--- config.mk ---
export PLATFORM = sky130hd
export DESIGN_NAME = lockwd_timer
export DESIGN_NICKNAME = d
export VERILOG_FILES = /design/src/rtl/lockwd_pkg.sv /design/src/rtl/lockwd_prescale.sv /design/src/rtl/lockwd_regs.sv /design/src/rtl/lockwd_counter.sv /design/src/rtl/lockwd_timer.sv
export SDC_FILE = /design/constraint.sdc
export NUM_CORES = 1
export LEC_CHECK = 0
export ABC_CLOCK_PERIOD_IN_PS = 6000
export BUFFER_PORTS_ARGS = -buffer_cell sky130_fd_sc_hd__buf_2
export CAP_MARGIN = 10
export CORE_MARGIN = 2
export CORE_UTILIZATION = 28
export CTS_BUF_LIST = sky130_fd_sc_hd__clkbuf_16
export CTS_CLUSTER_SIZE = 12
export DETAILED_ROUTE_END_ITERATION = 12
export GPL_TIMING_DRIVEN = 0
export MAX_ROUTING_LAYER = met4
export PLACE_DENSITY = 0.46
export RECOVER_POWER = 25
export SLEW_MARGIN = 20
export SYNTH_ARGS = -nofsm -noshare
export SYNTH_HDL_FRONTEND = slang
export SYNTH_SLANG_ARGS = --single-unit
--- constraint.sdc ---
create_clock -name clk -period 6 [get_ports clk]
set_clock_uncertainty 0.05 [all_clocks]
set_input_delay 0.6 -clock clk [delete_from_list [all_inputs] [get_ports clk]]
set_output_delay 0.6 -clock clk [all_outputs]
set_load 0.02 [all_outputs]
--- src/rtl/lockwd_pkg.sv ---
package lockwd_pkg;
  localparam logic [1:0] ADDR_LOAD  = 2'd0;
  localparam logic [1:0] ADDR_VALUE = 2'd1;
  localparam logic [1:0] ADDR_CTRL  = 2'd2;
  localparam logic [1:0] ADDR_CLEAR = 2'd3;
  localparam int CTRL_W = 7;

  // bit 6 periodic, bit 5 watchdog, bit 4 enable, 3:2 prescale, bit 1 reset-select, bit 0 up
  typedef struct packed {
    logic       periodic;
    logic       wd;
    logic       en;
    logic [1:0] psel;
    logic       rsel;
    logic       up;
  } ctrl_t;
endpackage

--- src/rtl/lockwd_prescale.sv ---
module lockwd_prescale #(
  parameter int PRE_W  = 8,
  parameter int MID_SH = 4
) (
  input  logic       clk,
  input  logic       rst,
  input  logic       tick_in,
  input  logic       restart,
  input  logic [1:0] psel,
  output logic       ptick
);
  localparam logic [PRE_W-1:0] LAST_MID = PRE_W'((1 << MID_SH) - 1);
  localparam logic [PRE_W-1:0] LAST_MAX = {PRE_W{1'b1}};

  logic [PRE_W-1:0] pcnt;
  logic [PRE_W-1:0] last;
  logic             at_last;

  always_comb begin
    case (psel)
      2'b00:   last = '0;
      2'b01:   last = LAST_MID;
      default: last = LAST_MAX;
    endcase
  end

  assign at_last = (pcnt >= last);
  assign ptick   = tick_in && !restart && at_last;

  always_ff @(posedge clk) begin
    if (rst || restart) begin
      pcnt <= '0;
    end else if (tick_in) begin
      pcnt <= at_last ? '0 : pcnt + 1'b1;
    end
  end

  AST_PTICK_WRAPS: assert property (@(posedge clk) disable iff (rst)
    ptick |=> (pcnt == '0));

  AST_RESTART_ZERO: assert property (@(posedge clk) disable iff (rst)
    restart |=> (pcnt == '0) && !ptick || tick_in);
endmodule

--- src/rtl/lockwd_regs.sv ---
module lockwd_regs
  import lockwd_pkg::*;
#(
  parameter int CNT_W = 16
) (
  input  logic             clk,
  input  logic             rst,
  input  logic             wr_en,
  input  logic [1:0]       wr_addr,
  input  logic [CNT_W-1:0] wr_data,
  input  logic [1:0]       rd_addr,
  input  logic [CNT_W-1:0] cnt_val,
  output logic [CNT_W-1:0] load_q,
  output ctrl_t            ctrl_q,
  output logic [CNT_W-1:0] rd_data,
  output logic             load_wr,
  output logic             wd_enter,
  output logic             clr_wr
);
  logic locked;
  logic ctrl_wr;

  assign locked   = ctrl_q.wd;
  assign load_wr  = wr_en && (wr_addr == ADDR_LOAD) && !locked;
  assign ctrl_wr  = wr_en && (wr_addr == ADDR_CTRL) && !locked;
  assign wd_enter = ctrl_wr && wr_data[5];
  assign clr_wr   = wr_en && (wr_addr == ADDR_CLEAR);

  always_ff @(posedge clk) begin
    if (rst) begin
      load_q <= '1;
      ctrl_q <= '0;
    end else begin
      if (load_wr) load_q <= wr_data;
      if (ctrl_wr) ctrl_q <= ctrl_t'(wr_data[CTRL_W-1:0]);
    end
  end

  always_ff @(posedge clk) begin
    if (rst) begin
      rd_data <= '0;
    end else begin
      case (rd_addr)
        ADDR_LOAD:  rd_data <= load_q;
        ADDR_VALUE: rd_data <= cnt_val;
        ADDR_CTRL:  rd_data <= CNT_W'(ctrl_q);
        default:    rd_data <= '0;
      endcase
    end
  end

  AST_LOCK_LOAD: assert property (@(posedge clk) disable iff (rst)
    (ctrl_q.wd && wr_en && wr_addr == ADDR_LOAD) |=> (load_q == $past(load_q)));

  AST_LOCK_CTRL: assert property (@(posedge clk) disable iff (rst)
    (ctrl_q.wd && wr_en && wr_addr == ADDR_CTRL) |=> (ctrl_q == $past(ctrl_q)));

  AST_WD_STICKY: assert property (@(posedge clk) disable iff (rst)
    ctrl_q.wd |=> ctrl_q.wd);
endmodule

--- src/rtl/lockwd_counter.sv ---
module lockwd_counter
  import lockwd_pkg::*;
#(
  parameter int CNT_W = 16
) (
  input  logic             clk,
  input  logic             rst,
  input  logic             ptick,
  input  logic             reload,
  input  logic [CNT_W-1:0] reload_val,
  input  logic [CNT_W-1:0] load_q,
  input  ctrl_t            ctrl,
  input  logic             freeze,
  output logic [CNT_W-1:0] cnt_q,
  output logic             wrap_evt
);
  localparam logic [CNT_W-1:0] CNT_MAX = {CNT_W{1'b1}};

  logic             running;
  logic             at_end;
  logic [CNT_W-1:0] cnt_nxt;

  assign running = ctrl.wd || ctrl.en;
  assign at_end  = (!ctrl.wd && ctrl.up) ? (cnt_q == CNT_MAX) : (cnt_q == '0);

  always_comb begin
    wrap_evt = 1'b0;
    cnt_nxt  = cnt_q;
    if (freeze) begin
      cnt_nxt = cnt_q;
    end else if (reload) begin
      cnt_nxt = reload_val;
    end else if (ptick && running) begin
      if (at_end) begin
        wrap_evt = 1'b1;
        if (ctrl.wd) begin
          cnt_nxt = ctrl.rsel ? cnt_q : load_q;
        end else if (ctrl.periodic) begin
          cnt_nxt = load_q;
        end else begin
          cnt_nxt = ctrl.up ? '0 : CNT_MAX;
        end
      end else begin
        cnt_nxt = ctrl.up && !ctrl.wd ? cnt_q + 1'b1 : cnt_q - 1'b1;
      end
    end
  end

  always_ff @(posedge clk) begin
    if (rst) cnt_q <= '0;
    else     cnt_q <= cnt_nxt;
  end

  AST_WD_DEC: assert property (@(posedge clk) disable iff (rst)
    (ctrl.wd && ptick && !reload && !freeze && cnt_q != '0) |=> (cnt_q == $past(cnt_q) - 1'b1));

  AST_FROZEN: assert property (@(posedge clk) disable iff (rst)
    freeze |=> $stable(cnt_q));

  AST_RELOAD_TAKES: assert property (@(posedge clk) disable iff (rst)
    (reload && !freeze) |=> (cnt_q == $past(reload_val)));

  AST_IDLE_HOLD: assert property (@(posedge clk) disable iff (rst)
    (!ctrl.wd && !ctrl.en && !reload) |=> $stable(cnt_q));
endmodule

--- src/rtl/lockwd_timer.sv ---
module lockwd_timer
  import lockwd_pkg::*;
#(
  parameter int CNT_W  = 16,
  parameter int PRE_W  = 8,
  parameter int MID_SH = 4
) (
  input  logic             clk,
  input  logic             rst,
  input  logic             tick_in,
  input  logic             wr_en,
  input  logic [1:0]       wr_addr,
  input  logic [CNT_W-1:0] wr_data,
  input  logic [1:0]       rd_addr,
  output logic [CNT_W-1:0] rd_data,
  output logic             irq,
  output logic             rst_req
);
  logic [CNT_W-1:0] load_q;
  logic [CNT_W-1:0] cnt_q;
  logic [CNT_W-1:0] reload_val;
  ctrl_t            ctrl_q;
  logic             load_wr;
  logic             wd_enter;
  logic             clr_wr;
  logic             reload;
  logic             ptick;
  logic             wrap_evt;
  logic             to_reset;

  lockwd_regs #(.CNT_W(CNT_W)) u_regs (
    .clk      (clk),
    .rst      (rst),
    .wr_en    (wr_en),
    .wr_addr  (wr_addr),
    .wr_data  (wr_data),
    .rd_addr  (rd_addr),
    .cnt_val  (cnt_q),
    .load_q   (load_q),
    .ctrl_q   (ctrl_q),
    .rd_data  (rd_data),
    .load_wr  (load_wr),
    .wd_enter (wd_enter),
    .clr_wr   (clr_wr)
  );

  assign reload     = load_wr || wd_enter || clr_wr;
  assign reload_val = load_wr ? wr_data : load_q;

  lockwd_prescale #(.PRE_W(PRE_W), .MID_SH(MID_SH)) u_pre (
    .clk     (clk),
    .rst     (rst),
    .tick_in (tick_in),
    .restart (reload),
    .psel    (ctrl_q.psel),
    .ptick   (ptick)
  );

  lockwd_counter #(.CNT_W(CNT_W)) u_cnt (
    .clk        (clk),
    .rst        (rst),
    .ptick      (ptick),
    .reload     (reload),
    .reload_val (reload_val),
    .load_q     (load_q),
    .ctrl       (ctrl_q),
    .freeze     (rst_req),
    .cnt_q      (cnt_q),
    .wrap_evt   (wrap_evt)
  );

  assign to_reset = ctrl_q.wd && ctrl_q.rsel;

  always_ff @(posedge clk) begin
    if (rst) begin
      irq     <= 1'b0;
      rst_req <= 1'b0;
    end else begin
      if (clr_wr)                    irq <= 1'b0;
      else if (wrap_evt && !to_reset) irq <= 1'b1;
      if (wrap_evt && to_reset)      rst_req <= 1'b1;
    end
  end

  AST_RSTREQ_HOLD: assert property (@(posedge clk) disable iff (rst)
    rst_req |=> rst_req);

  AST_CLR_DROPS_IRQ: assert property (@(posedge clk) disable iff (rst)
    (wr_en && wr_addr == ADDR_CLEAR) |=> !irq);

  AST_RSTREQ_ONLY_WD: assert property (@(posedge clk) disable iff (rst)
    $rose(rst_req) |-> ctrl_q.wd && ctrl_q.rsel);
endmodule

Word level (Yosys, flattened, before mapping)
Index checks and enable logic that the tools add are counted.
{"block": "word_totals", "out_inout_bits": 18, "mem_bits_rw": 0, "rom_bits": 0, "latch_bits": 0, "wordCells": 68, "memories": 0, "inputBits": 24, "ff_bits": 65}
{"block": "classes", "n_reduce_logical": 27, "shift": 0, "div_mod_pow": 0, "addsub": 3, "order_cmp": 1, "bitwise_logic": 1, "n_mul": 0, "eq_ne": 7, "mux": 17}
{"operator": "16-bit 2-to-1 mux", "count": 9}
{"operator": "16-bit one-hot mux with 3 select lines", "count": 1}
{"operator": "16-bit by 1-bit adder with 16-bit output, second input constant", "count": 1}
{"operator": "16-bit == test, second input constant", "count": 1}
{"operator": "16-bit zero test", "count": 1}
{"operator": "8-bit one-hot mux with 2 select lines", "count": 1}
{"operator": "16-bit by 1-bit subtractor with 16-bit output, second input constant", "count": 1}
{"operator": "1-bit logical AND", "count": 13}
{"operator": "8-bit by 1-bit adder with 8-bit output, second input constant", "count": 1}
{"operator": "8-bit >= comparator", "count": 1}
{"operator": "8-bit 2-to-1 mux", "count": 1}
{"operator": "2-bit == test, second input constant", "count": 3}
{"operator": "2-bit zero test", "count": 3}
{"operator": "1-bit 2-to-1 mux", "count": 5}
{"operator": "2-bit by 1-bit == test with 1-bit output, second input constant", "count": 2}
{"operator": "1-bit logical OR", "count": 4}
{"operator": "4-bit != test, second input constant", "count": 1}
{"operator": "1-bit zero test", "count": 3}
{"operator": "3-bit AND reduction", "count": 1}
{"operator": "2-bit nonzero test", "count": 1}
{"operator": "2-bit OR reduction", "count": 1}
{"operator": "1-bit inverter", "count": 1}

Depth between registers and ports, before layout
Gate-level depths: netlist (run 1).
{"block": "depth", "depth_word": 14, "mapped_depth": 10, "depth_no_buf": 9}

Modules after synthesis
Synthesis (run 1) repeated with hierarchy kept, for this count alone.
{"block": "hier_totals", "cells_unflattened": 505, "hier_area_um2": 4514.3}
{"mod": "lockwd_counter", "n_inst": 1, "seq_area_each_um2": 320.3, "cells_per_inst": 251, "area_each_um2": 1941.9}
{"mod": "lockwd_regs", "n_inst": 1, "seq_area_each_um2": 780.7, "cells_per_inst": 159, "area_each_um2": 1612.8}
{"mod": "lockwd_prescale", "n_inst": 1, "seq_area_each_um2": 160.2, "cells_per_inst": 69, "area_each_um2": 635.6}
{"mod": "lockwd_timer", "n_inst": 1, "seq_area_each_um2": 40.0, "cells_per_inst": 26, "area_each_um2": 324.1}

Worst setup path before layout (run 1)
No wires, ideal clock.
{"block": "synth_timing", "path_type": "reg-to-reg", "from": "register, netlist name u_regs.locked", "to": "register u_cnt.cnt_q[15]", "synth_period_minus_slack_ns": 2.750, "arrival_time_ns": 2.630, "path_buffers": 0, "required_ns": 5.880, "path_slack_ns": 3.250, "setup_ns": 0.070, "path_stages_with_launch": 10, "cell_sequence": "dfxtp_1 nand2b_1 ha_1 a21o_1 a2111oi_4 a21oi_1 a311o_1 nand3b_1 a41o_1 a21oi_1"}
{"block": "synth_via", "elab_chain_len": 11, "word_cells_on_any_way": 22, "classes_between": "eq/ne (1); mux (7); reduce/logical (14)"}
{"item": "1-bit zero test"}
{"item": "1-bit logical AND", "line_no": "lockwd_regs.sv:25", "text": "assign ctrl_wr = wr_en && (wr_addr == ADDR_CTRL) && !locked;"}
{"item": "1-bit logical AND", "line_no": "lockwd_regs.sv:26", "text": "assign wd_enter = ctrl_wr && wr_data[5];"}
{"item": "1-bit logical OR (2 in a row)", "line_no": "lockwd_timer.sv:47", "text": "assign reload = load_wr || wd_enter || clr_wr;"}
{"item": "1-bit zero test", "line_no": "lockwd_prescale.sv:28", "text": "assign ptick = tick_in && !restart && at_last;"}
{"item": "1-bit logical AND (2 in a row)", "line_no": "lockwd_prescale.sv:28"}
{"item": "1-bit logical AND", "line_no": "lockwd_counter.sv:33", "text": "end else if (ptick && running) begin"}
{"item": "2-bit nonzero test (no line)"}
{"item": "3-bit AND reduction (no line)"}
{"item": "to (signal assigned)", "line_no": "lockwd_counter.sv:51", "text": "else cnt_q <= cnt_nxt;"}
{"item": "to (decl)", "line_no": "lockwd_counter.sv:14", "text": "output logic [CNT_W-1:0] cnt_q,"}
Several ways; a longest one is shown, not always the timed one. The select of a mux whose other input is x is not followed.
A chain may end at the register's enable or synchronous reset.

Worst setup path after layout (run 1)
{"block": "layout_timing", "from": "register, netlist name u_regs.ctrl_q[0]", "to": "register u_cnt.cnt_q[14]"}
{"block": "layout_via", "elab_chain_len": 6, "word_cells_on_any_way": 11, "classes_between": "eq/ne (1); mux (8); reduce/logical (2)"}
{"item": "16-bit 2-to-1 mux", "line_no": "lockwd_counter.sv:41", "text": "cnt_nxt = ctrl.up ? '0 : CNT_MAX;"}
{"item": "16-bit 2-to-1 mux", "line_no": "lockwd_counter.sv:38", "text": "end else if (ctrl.periodic) begin"}
{"item": "16-bit 2-to-1 mux", "line_no": "lockwd_counter.sv:36", "text": "if (ctrl.wd) begin"}
{"item": "16-bit 2-to-1 mux", "line_no": "lockwd_counter.sv:34", "text": "if (at_end) begin"}
{"item": "16-bit 2-to-1 mux", "line_no": "lockwd_counter.sv:33"}
{"item": "16-bit 2-to-1 mux", "line_no": "lockwd_counter.sv:31", "text": "end else if (reload) begin"}
Several ways; a longest one is shown, not always the timed one. The select of a mux whose other input is x is not followed.

==> impl_metrics.toml, run 1 <==
[synth]
synth.area.top_cells = "dfxtp_1 34%, mux2i_1 9.7%, ha_1 6.6%, nor2_1 6.5%, a21oi_1 6.4%"
synth_seq_cells = 65
syn_avg_cell_area_sq_um = 8.24
synth_top_cell_area_share_pct = 34.1
seq_area_frac_synth_pct = 34.1
synth_ff_type = "dfxtp_1"
yosysMostFrequentCell = "nor2_1"
syn-num-nets = 508
async_reset_ff_share_pct = 0
synth_edf_count = 0
yosysWarnings = 0
yosys.area.top_type = "dfxtp_1"
netlist_area_sq_um = 3820
yosys-top-cells-count = "66 x nor2_1, 65 x dfxtp_1, 49 x a21oi_1, 49 x nand2_1, 37 x mux2i_1"
syn_inst = 463
ys_types = 55

[cts]
insertion_delay_ns = 0.34
ctsHoldBuffers = 0
cts.clk_slew.worst_paths_ns = 0.06
clk_path_buf_depth = 2
cts_tree = "built"
cts_resized = 0
numCtsBuffers = 9
postCtsSetupBuffers = 0
cts.sink_count = 65
cts_max_level = 3
cts_root_buf = "clkbuf_16"

[floorplan]
core_sq_um = 13300
initial_core_util_pct = 28.7
io_pins = 42
die_w_um = 121
core.rowCount = 42
die_area_sq_um = 14600
die_height_um = 121

[placed_design]
dp_cells = 677
placed_area_sq_um = 4230
globalplace.congestion = 0.875
hpwlAfterDp_um = 8960
io_buffers = 38

[routing]
vias_per_cell = 5.12
drt_iter0_markers = 216
drc = 0
firstDrtPassIters = 5
wl_per_cell_um = 17.3
wirelength_um = 12000
vias = 3551
ant_nets = 0

[worst_setup_path]
crit_arrival_ns = 3.49
cpMostUsedCell = "a21oi_1"
crit_required_ns = 6.16
cp_max_fo = 18
crit_slowest_cell = "fa_1"
critPathMaxStageDelay_ns = 0.67
startpoint_type = "flip-flop"
critPathTopFamily = "compound AO/OA/AOI/OAI gates"
path_class = "reg2reg"
end_kind = "flip-flop"
crit_chain = "nand2b_1 > fa_1 > a21oi_1 > o211a_1 > o31ai_1 > a21oi_1 > o21ai_0 > nor4b_1 > o32ai_2"
crit_buf_inv = 0

[final_layout]
finalNonFillerCells = 693
diodes = 0
drive_gt1_share_pct = 11.2
n_fill_cell = 1414
final_nets = 557
area_growth_pct = 18.3
final_area_sq_um = 4520

[global_route]
antenna_found_initial = 0
met1_usage_pct = 21.9
grtUsageMet2_pct = 28.3
gr-usage-met3_pct = 4.43
overflow = 0
grtUsageTotal_pct = 17.8
grt_first_pass_wirelength_um = 19100
grt_most_used_layer = "met2"
first_global_vias = 3527
grt_max_degree = 19

[pwr]
power_mw = 1.44
swShare_pct = 31.9
clkPwrFrac_pct = 38.8
powerDensity_nw_per_um2 = 318
p_seq_share_pct = 34.4
ir_drop_mv = 0.127
internal_power_uw = 980
leakagePower_nw = 1.81
power_frac_comb_pct = 26.9
power_switching_uw = 458

[timing]
finalCritPeriodShare_pct = 55.5
slew_headroom_pct = 40.2
worst-slew-pin-transition_ns = 0.897
finalSetupTns_ns = 0
setup_viol = 0
rsz0062_at_grt = "false"
max_freq_mhz = 300
hold_viol = 0
drv_slew = 0
fin_crit_ns = 3.33

[run_status]
status = "finished clean"

[min_path]
hold_class = "in2reg"

[job]
cap_violations = 0
-- area by class of cell --
cell class,instances,area [sq um],share of cell area [%]
Multi-Input combinational cell,365,2370,52.5
Sequential cell,65,1300,28.8
Clock buffer,9,225,4.99
Tap cell,176,220,4.88
Timing Repair Buffer,38,169,3.74
Buffer,24,110,2.44
Clock inverter,7,85.1,1.88
Inverter,9,33.8,0.748
-- cells in the final DEF (no fill, tap or decap), types with 3 or more instances in the layout --
cell type and instances:
a311oi_1 7, nand2_1 49, nor2_1 66, nand2b_1 3, and3_1 5, nor4_1 3
a31oi_1 5, clkbuf_16 9, dfxtp_1 65, nand4_1 9, xnor2_1 12, a21o_1 7
nor2b_1 6, and2_1 3, nor3_1 8, o21bai_1 4, o21ai_0 14, mux2i_1 37
buf_2 31, clkbuf_1 29, ha_1 20, nand3_1 8, inv_1 9, xor2_1 6
a21oi_1 49, o21ai_1 3, o211ai_1 4
-- power groups by stage --
| stage | logic [mW] | clock network (mW) | registers [mW] |
|---|---|---|---|
| detailed placement | 0.385 | 0 | 0.504 |
| global route | 0.427 | 0.592 | 0.499 |
| finish | 0.386 | 0.558 | 0.494 |
| global placement | 0.383 | 0 | 0.504 |
| CTS | 0.388 | 0.574 | 0.494 |
| floorplan | 0.283 | 0 | 0.499 |
-- stage by stage --
| stage | hold WS, ns | util, % | worst slack, ns |
|---|---|---|---|
| after CTS | 0.437 | 34.1 | 2.66 |
| after global placement | 0.452 | 31.8 | 2.71 |
| after global routing | 0.469 | 34.0 | 2.44 |
| after detailed placement | 0.463 | 31.8 | 2.71 |
| after floorplan | 0.418 | - | 3.25 |
| final | 0.451 | 34.0 | 2.67 |
-- sequential cells by signal (all words and copies together) (netlist names) --
signal	flops
u_regs.rd_data	16
rst_req	1
u_cnt.cnt_q	16
u_regs.locked	1
irq	1
u_regs.ctrl_q	6
u_regs.load_q	16
u_pre.pcnt	8
-- cell families after synthesis --
group	count (synthesis)	share of synthesized area, %
xor gates and xnor gates	18	4.13
DFF	65	34.1
buffers and inverters	33	3.77
muxes	38	10.0
AOI/OAI and AO/OA	112	19.0
and+or+nand+nor	176	21.9
adders and majority gates	21	7.08
-- path summary, 6_finish.rpt --
path,depth (start not counted),start,slack [ns],to
worst max register to register,9,u_regs.ctrl_q[0],2.67,u_cnt.cnt_q[14]
worst max-delay path,9,u_regs.ctrl_q[0],2.67,u_cnt.cnt_q[14]
worst min-delay path,3,wr_data[13],0.45,u_regs.load_q[13]
worst min register to register,2,u_pre.pcnt[7],0.47,u_pre.pcnt[7]
-- per-layer routing --
layer  share of wire, %  wire length (um)  up-vias
met5                  0                 0        -
met3                5.8               697       16
met4                1.7               208        0
met2                 47              5690      106
li1                   -                 -     1762
met1                 45              5400     1667
-- worst min-delay path: cells and delay by family --
family	cells	cell delay, ns
simple gates	2	0.14
buf+inv	1	0.07
Note: power is estimated with default switching activity, not from simulation.
==> run 2: changes to the inputs <==
--- a/config.mk
+++ b/config.mk
@@ -5,7 +5,7 @@
 export SDC_FILE = /design/constraint.sdc
 export NUM_CORES = 1
 export LEC_CHECK = 0
-export ABC_CLOCK_PERIOD_IN_PS = 6000
+export ABC_CLOCK_PERIOD_IN_PS = 3100
 export BUFFER_PORTS_ARGS = -buffer_cell sky130_fd_sc_hd__buf_2
 export CAP_MARGIN = 10
 export CORE_MARGIN = 2
==> constraint.sdc (replaced) <==
create_clock -name clk -period 3.1 [get_ports clk]
set_clock_uncertainty 0.05 [all_clocks]
set_input_delay 0.31 -clock clk [delete_from_list [all_inputs] [get_ports clk]]
set_output_delay 0.31 -clock clk [all_outputs]
set_load 0.02 [all_outputs]
==> run 2 against run 1 <==
Non-clock buffer count unchanged. First-iteration DRC count is 8.3% higher. Maximum frequency up 15%. Clock power rose by 94%. Clock-buffer cell count is the same. Register-to-register slack lost 2.5 ns. Global-route usage is the same. Sequential power up 94%. Largest power group unchanged.
==> impl_metrics.toml, run 2 (synthesized netlist as in run 1, its figures left out) <==
[worst_setup_path]
crit_buf_inv = 0
end_kind = "flip-flop"
crit_slowest_cell = "fa_1"
critPathTopFamily = "compound AO/OA/AOI/OAI gates"
reg2reg_to = "u_cnt.cnt_q[14]"
rrSetupSlack_ns = 0.21
rr_startpoint = "u_regs.ctrl_q[0]"
cpMostUsedCell = "a21oi_1"
cp_max_fo = 18
crit_chain = "nand2b_4 > fa_1 > a21oi_1 > o211a_1 > o31ai_1 > a21oi_1 > o21ai_0 > nor4b_1 > o32ai_2"
critPathMaxStageDelay_ns = 0.49
crit_required_ns = 3.26
path_class = "reg2reg"
startpoint_type = "flip-flop"
crit_arrival_ns = 3.05
worstRegToRegCells = 9

[run_status]
status = "finished clean"

[cts]
clk_path_buf_depth = 2
postCtsSetupBuffers = 0
ctsHoldBuffers = 0
cts_resized = 1
cts_max_level = 3
cts_tree = "built"
cts.clk_slew.worst_paths_ns = 0.06
numCtsBuffers = 9
cts_root_buf = "clkbuf_16"
insertion_delay_ns = 0.34
cts.sink_count = 65

[routing]
vias_per_cell = 5.12
drc = 0
wl_per_cell_um = 17.4
ant_nets = 0
firstDrtPassIters = 4
drt_iter0_markers = 234
vias = 3550
wirelength_um = 12100

[pwr]
internal_power_mw = 1.90
p_seq_share_pct = 34.4
powerDensity_nw_per_um2 = 616
power_frac_comb_pct = 26.9
swShare_pct = 31.8
clkPwrFrac_pct = 38.7
power_switching_uw = 887
ir_drop_mv = 0.246
leakagePower_nw = 1.81

[job]
cap_violations = 0

[timing]
layout_setup_ws_ns = 0.211
hold_viol = 0
slew_headroom_pct = 50.3
max_freq_mhz = 346
drv_slew = 0
setup_viol = 0
hold_slack_ns = 0.160
worst-slew-pin-transition_ns = 0.741
finalCritPeriodShare_pct = 93.2
rsz0062_at_grt = "false"
fin_crit_ns = 2.89
finalSetupTns_ns = 0

[final_layout]
final_nets = 557
final_cell_mix = "66 x nor2_1, 65 x dfxtp_1, 49 x nand2_1, 49 x a21oi_1, 37 x mux2i_1"
diodes = 0
finalNonFillerCells = 693
final_area_sq_um = 4520
reg_top3 = "u_cnt.cnt_q (16), u_regs.load_q (16), u_regs.rd_data (16)"
area_growth_pct = 18.5
drive_gt1_share_pct = 11.4
layout_commonest_cell = "nor2_1"

[global_route]
grt_first_pass_wirelength_um = 19100
grtUsageTotal_pct = 17.8
overflow = 0
first_global_vias = 3527
antenna_found_initial = 0
grt_max_degree = 19

[min_path]
hold_start = "wr_data[13]"
hold_class = "in2reg"
min_to = "u_regs.load_q[13]"
min_delay_path_depth = 3

[floorplan]
io_pins = 42
core.rowCount = 42
die_area_sq_um = 14600
die_height_um = 121
initial_core_util_pct = 28.7
core_sq_um = 13300
die_w_um = 121

[placed_design]
globalplace.congestion = 0.875
placed_area_sq_um = 4230
io_buffers = 38
dp_cells = 677
place_ws_ns = -0.195
hpwlAfterDp_um = 8960
[run 2: worst reg2reg max path, stage by stage, from the launching register on]
cell and delay, ns:
dfxtp_1 0.43, nand2b_4 0.21, fa_1 0.50, a21oi_1 0.27
o211a_1 0.23, o31ai_1 0.11, a21oi_1 0.24, o21ai_0 0.15
nor4b_1 0.41, o32ai_2 0.15
[run 2: routing by layer]
metal | up-vias | global-route usage (%) | share of wire [%]
met1 | 1679 | 21.9 | 45
met2 | 96 | 28.3 | 47
met3 | 17 | 4.43 | 5.7
met5 | - | - | 0
met4 | 0 | 6.18 | 1.9
li1 | 1758 | - | -
[run 2: through the flow]
| step | power (mW) | utilization, % |
|---|---|---|
| 5_1_grt | 2.94 | 34.0 |
| 3_5_place_dp | 1.72 | 31.8 |
| 2_1_floorplan | 1.51 | - |
| 3_3_place_gp | 1.72 | 31.8 |
| 6_report | 2.78 | 34.0 |
| 4_1_cts | 2.82 | 34.2 |
[run 2: power by group through the flow]
stage | sequential [mW] | combinational (mW) | clock (mW)
after floorplan | 0.965 | 0.547 | 0
after CTS | 0.957 | 0.750 | 1.11
after global placement | 0.975 | 0.740 | 0
final | 0.958 | 0.749 | 1.08
after detailed placement | 0.976 | 0.745 | 0
after global routing | 0.966 | 0.827 | 1.14
[run 2: cell type report]
class                           count  area, sq um
Buffer                             24          110
Clock buffer                        9          225
Clock inverter                      7         85.1
Fill cell                        1410         8770
Inverter                            9         33.8
Multi-Input combinational cell    365         2380
Sequential cell                    65         1300
Tap cell                          176          220
Timing Repair Buffer               38          169
[run 2: worst max-delay path by stage]
stage | startpoint | slack (ns) | end | depth (start not counted)
finish | u_regs.ctrl_q[0] | 0.21 | u_cnt.cnt_q[14] | 9
global route | u_regs.ctrl_q[0] | 0.01 | u_cnt.cnt_q[14] | 9
CTS | u_regs.locked | 0.08 | u_cnt.cnt_q[15] | 9
detailed placement | u_regs.ctrl_q[0] | -0.19 | u_cnt.cnt_q[15] | 9
global placement | u_regs.ctrl_q[0] | -0.19 | u_cnt.cnt_q[15] | 9
floorplan | u_regs.locked | 0.35 | u_cnt.cnt_q[15] | 9
